===== src/rtl/wcs_pkg.sv =====
`timescale 1ns/1ps
package wcs_pkg;
  // Width/polarity codes; values match the pw_sel pin encoding.
  typedef enum logic [1:0] {
    PW_SHORT_RISE = 2'b00,
    PW_SHORT_FALL = 2'b01,
    PW_MID_RISE   = 2'b10,
    PW_LONG_RISE  = 2'b11
  } pw_code_e;
endpackage


===== src/rtl/wcs_decode.sv =====
`timescale 1ns/1ps
module wcs_decode #(
  parameter int LOW_SHORT = 7,
  parameter int LOW_MID   = 13,
  parameter int LOW_LONG  = 17,
  parameter int CNT_W     = 5
) (
  input  logic [1:0]       pw_sel,
  output logic [CNT_W-1:0] load_len,
  output logic             invert
);
  import wcs_pkg::*;

  pw_code_e code;
  assign code = pw_code_e'(pw_sel);

  always_comb begin
    load_len = CNT_W'(LOW_SHORT);
    invert   = 1'b0;
    unique case (code)
      PW_SHORT_RISE: load_len = CNT_W'(LOW_SHORT);
      PW_SHORT_FALL: begin
        load_len = CNT_W'(LOW_SHORT);
        invert   = 1'b1;
      end
      PW_MID_RISE:   load_len = CNT_W'(LOW_MID);
      PW_LONG_RISE:  load_len = CNT_W'(LOW_LONG);
      default:       load_len = CNT_W'(LOW_SHORT);
    endcase
  end
endmodule


===== src/rtl/wcs_low_timer.sv =====
`timescale 1ns/1ps
module wcs_low_timer #(
  parameter int CNT_W = 5
) (
  input  logic             clk,
  input  logic             rst_n,
  input  logic             clr,
  input  logic             load,
  input  logic [CNT_W-1:0] load_len,
  output logic             active
);
  logic [CNT_W-1:0] remain_q;

  always_ff @(posedge clk or negedge rst_n) begin
    if (!rst_n)                   remain_q <= '0;
    else if (clr)                 remain_q <= '0;
    else if (load)                remain_q <= load_len;
    else if (remain_q != '0)      remain_q <= remain_q - CNT_W'(1);
  end

  assign active = (remain_q != '0);
endmodule


===== src/rtl/wcs_out_stage.sv =====
`timescale 1ns/1ps
module wcs_out_stage (
  input  logic clk,
  input  logic rst_n,
  input  logic clr,
  input  logic load,
  input  logic invert_in,
  input  logic active,
  input  logic enable,
  output logic wclk,
  output logic oe
);
  logic inv_q;

  always_ff @(posedge clk or negedge rst_n) begin
    if (!rst_n)     inv_q <= 1'b0;
    else if (clr)   inv_q <= 1'b0;
    else if (load)  inv_q <= invert_in;
  end

  // Non-inverted: active phase low, rest high. Inverted: the opposite.
  assign wclk = inv_q ? active : ~active;
  assign oe   = enable;
endmodule


===== src/rtl/wclk_shaper.sv =====
`timescale 1ns/1ps
module wclk_shaper #(
  parameter int LOW_SHORT = 7,
  parameter int LOW_MID   = 13,
  parameter int LOW_LONG  = 17
) (
  input  logic       bit_clk,
  input  logic       rst_n,
  input  logic       word_bnd,
  input  logic [1:0] pw_sel,
  input  logic       pwr_dn,
  input  logic       deser_en,
  output logic       wclk_o,
  output logic       wclk_oe
);
  localparam int CNT_W = $clog2(LOW_LONG + 1);

  logic             enable;
  logic             clr;
  logic             load;
  logic [CNT_W-1:0] load_len;
  logic             invert;
  logic             active;

  assign enable = deser_en & ~pwr_dn;
  assign clr    = ~enable;
  assign load   = word_bnd & enable;

  wcs_decode #(
    .LOW_SHORT(LOW_SHORT), .LOW_MID(LOW_MID), .LOW_LONG(LOW_LONG), .CNT_W(CNT_W)
  ) u_decode (
    .pw_sel  (pw_sel),
    .load_len(load_len),
    .invert  (invert)
  );

  wcs_low_timer #(.CNT_W(CNT_W)) u_timer (
    .clk     (bit_clk),
    .rst_n   (rst_n),
    .clr     (clr),
    .load    (load),
    .load_len(load_len),
    .active  (active)
  );

  wcs_out_stage u_out (
    .clk      (bit_clk),
    .rst_n    (rst_n),
    .clr      (clr),
    .load     (load),
    .invert_in(invert),
    .active   (active),
    .enable   (enable),
    .wclk     (wclk_o),
    .oe       (wclk_oe)
  );
endmodule


===== config.mk =====
export PLATFORM = sky130hd
export DESIGN_NAME = wclk_shaper
export DESIGN_NICKNAME = d
export VERILOG_FILES = /design/src/rtl/wcs_pkg.sv /design/src/rtl/wcs_decode.sv /design/src/rtl/wcs_low_timer.sv /design/src/rtl/wcs_out_stage.sv /design/src/rtl/wclk_shaper.sv
export SDC_FILE = /design/constraint.sdc
export NUM_CORES = 1
export LEC_CHECK = 0
export ABC_CLOCK_PERIOD_IN_PS = 2800
export BUFFER_PORTS_ARGS = -buffer_cell sky130_fd_sc_hd__buf_2
export CORE_AREA = 2 2 39 41
export CTS_CLUSTER_SIZE = 28
export DETAILED_ROUTE_END_ITERATION = 7
export DIE_AREA = 0 0 41 43
export SYNTH_ARGS = -nofsm -noshare
export SYNTH_HDL_FRONTEND = slang
export SYNTH_HIERARCHICAL = 1
export SYNTH_SLANG_ARGS = --single-unit

===== constraint.sdc =====
create_clock -name bit_clk -period 2.8 [get_ports bit_clk]
set_input_delay 0.14 -clock bit_clk [delete_from_list [all_inputs] [get_ports bit_clk]]
set_output_delay 0.14 -clock bit_clk [all_outputs]
set_load 0.1 [all_outputs]

==> metrics.md <==
| Metric | Value |
|---|---|
| RD Place Congestion | 0.688 |
| Fin. max-slew vios | 0 |
| Achievable Freq | 476 MHz |
| Vias in the first global route | 328 |
| Initial DRT Pass Iterations | 4 |
| Fin nets | 66 |
| Clk pin slew, worst setup/hold paths | 0.05 ns |
| Detailed placement HPWL | 640 um |
| Final WL | 820 um |
| Initial Util | 31.2% |
| Reg-to-reg slack, setup | 1.26 ns |
| Sequential share of the synthesized area | 34.8% |
| Number of synthesis warnings | 6 |
| Layout filler cell count | 141 |
| Yosys cell types | 25 |
| Total track usage | 11.7% |
| Post-route design area | 502 um^2 |
| Cell area after synthesis | 432 um^2 |
| Fin cells | 72 |
| Die height | 43 um |
| Area grow syn2layout | 16.2% |
| Synth Area per Inst | 8.99 um^2 |
| Footprint of the multi-input gates | 233 um^2 |
| Peak fanout along the critical path | 6 |
| Status | finished clean |
| Worst-Skew Late Latency | 0.24 ns |
| CTS tree | done |
| Vias per inst | 5.03 |
| Worst setup path endpoint | wclk_o |
| Post-placement cell count | 68 |
| VDD IR max | 0.301 mV |
| Port Buffers | 8 |
| Crit Path Class | flip-flop to output port |
| Max Cap Violations | 0 |
| IO Pins | 9 |
| Placed instance area | 469 um^2 |
| Largest delay contributor family on the critical path | buffers and inverters |
| Remaining DRCs | 0 |
| Crit path DAT | 1.96 ns |
| Remaining global-route overflow | 0 |
| First-pass GRT wire length | 1.40 mm |
| Clk_skew | 0.00347 ns |
| Routed wire length per instance | 11.4 um |
| RSZ-0062 raised after global routing | no |
| Share of post-route cells with drive strength above 1 | 28.6% |
| Reg-to-reg endpoint | u_timer/remain_q[0] |
| Flip-flop and latch count after synthesis | 6 |
| Slowest CP cell | buf_2 |
| Most used cell, CP | inv_1 |
| Critical Path Source | u_timer/remain_q[0] |
| Crit end category | output port |
| Post-synth top area share | 34.8% |
| Post-route ant nets | 0 |
| CP Depth | 6 |
| Post-CTS Setup Inserts | 0 |
| PwrDens | 590 nW/um^2 |
| Crit start category | flip-flop |
| Bufs on Longest Clock Path | 2 |
| Core Box Area | 1380 um^2 |
| Final Hold Viols | 0 |
| Finished Core Util | 36.3% |
| Final setup TNS | 0 ns |
| Min setup slack post-route | 0.698 ns |
| Leading area contributor after synthesis | dfrtp_1 |
| CTS root buf | clkbuf_4 |
| Hold Crit Depth | 4 |
| Final worst path period share | 75.1% |
| # H-tree levels | 1 |
| Crit path time final | 2.10 ns |
| Slowest stage delay, CP | 0.44 ns |
| Syn nets | 56 |
| Largest net degree at the start of global routing | 10 |
| Worst hold path type | input port to flip-flop |
| N_diodes | 0 |
| Worst R2R Start | u_timer/remain_q[0] |
| Register area | 150 um^2 |
| Die area | 1760 um^2 |
| 1st-iter DRT viols | 6 |
| Gate Count Post-Synth | 48 |
| Worst path cell trace | inv_1 -> ha_1 -> nor4b_4 -> inv_1 -> xnor2_1 -> buf_2 |
| WP buf/inv | 3 |
| Detailed-route via count | 362 |
| R2R depth | 5 |
| Num CTS Buffers | 3 |
| TritonCTS Sinks | 6 |
| Site Rows | 14 |
| Overall die width | 41 um |
| Leakage | 0.000239 uW |
| Post-Place Setup Slack | 0.973 ns |
| Initial antenna violation count | 0 |
| Req. time, crit path | 2.66 ns |
| Top post-synthesis cells by area | dfrtp_1, inv_1, nor4b_4, a221o_1, and2b_2 |
| Final setup viols | 0 |
logic make-up after synthesis:
kind of cell | count (synthesis) | synth area share, %
and+or+nand+nor | 19 | 30.1
buffers and inverters | 11 | 11.3
AOI/OAI and AO/OA | 7 | 13.6
DFF | 6 | 34.8
xor gates and xnor gates | 2 | 4.06
adders and majority gates | 1 | 2.90
other | 1 | 0.869
muxes | 1 | 2.32
worst min-delay path by stage:
| stage | startpoint | end | slack, ns |
|---|---|---|---|
| global route | pw_sel[0] | u_timer/remain_q[2] | 0.24 |
| CTS | pw_sel[0] | u_timer/remain_q[2] | 0.20 |
| detailed placement | rst_n | u_timer/remain_q[0] | -0.02 |
| finish | pw_sel[0] | u_timer/remain_q[2] | 0.20 |
| floorplan | rst_n | u_out/inv_q | -0.16 |
| global placement | rst_n | u_timer/remain_q[1] | -0.02 |
cells in the mapped netlist:
cell type  instances
a21oi_1            1
a221o_1            2
a311oi_1           1
and2_2             1
and2b_2            2
and3b_2            1
buf_1              1
buf_4              2
clkbuf_1           1
conb_1             1
dfrtp_1            6
ha_1               1
inv_1              7
mux2i_1            1
nand2_1            3
nand2b_1           2
nor2_1             2
nor2b_1            2
nor3_1             3
nor4_1             2
nor4b_4            1
o211ai_1           1
o311ai_0           1
o41ai_1            1
xnor2_1            2
state kept, by name (all words and copies together), names as in the netlist:
| register | count |
|---|---|
| u_timer/remain_q | 5 |
| u_out/inv_q | 1 |
metrics by stage:
stage | power (uW) | hold WS, ns
4_1_cts | 300 | 0.198
6_report | 296 | 0.202
3_5_place_dp | 216 | -0.0235
3_3_place_gp | 215 | -0.0228
5_1_grt | 314 | 0.235
2_1_floorplan | 196 | -0.156
placed cells by master, fill, tap and decap left out, types with 2 or more instances in the layout:
master and instances:
buf_2 8, inv_1 7, dfrtp_1 6, clkbuf_4 3, nand2_1 3, nor3_1 3, and2b_2 2, nand2b_1 2
nor2b_1 2, xnor2_1 2, nor2_1 2, nor4_1 2, a221o_1 2
worst register-to-register path, stage by stage (launching register included):
cell and delay [ns]:
dfrtp_1 0.39, inv_1 0.09, ha_1 0.20, nor4b_4 0.37, nor4_1 0.10, a221o_1 0.28
metal layers:
layer	global-route usage (%)	part of all wire (%)	vias to the layer above
met5	0	0	-
met4	6.00	0.61	0
met3	3.14	7.1	3
met2	15.3	45	23
met1	17.2	47	158
li1	-	-	178
area by class of cell:
class,count,area share (%)
clock buffer,3,4.49
inverter,7,5.24
multi-input combinational,31,46.4
sequential,6,29.9
tap,16,3.99
timing repair buffer,9,9.98
report_power, final:
part,switching [uW],internal (uW)
Combinational,77.8,38.9
Clock,31.6,48.5
Sequential,6.20,92.8
repair_timing:
| item | in CTS | in global routing |
|---|---|---|
| hold buffers | 1 | 0 |
| endpoints found under the hold margin | 6 | 0 |
| gates resized for setup | 0 | 0 |
(Power assumes the default switching activity.)
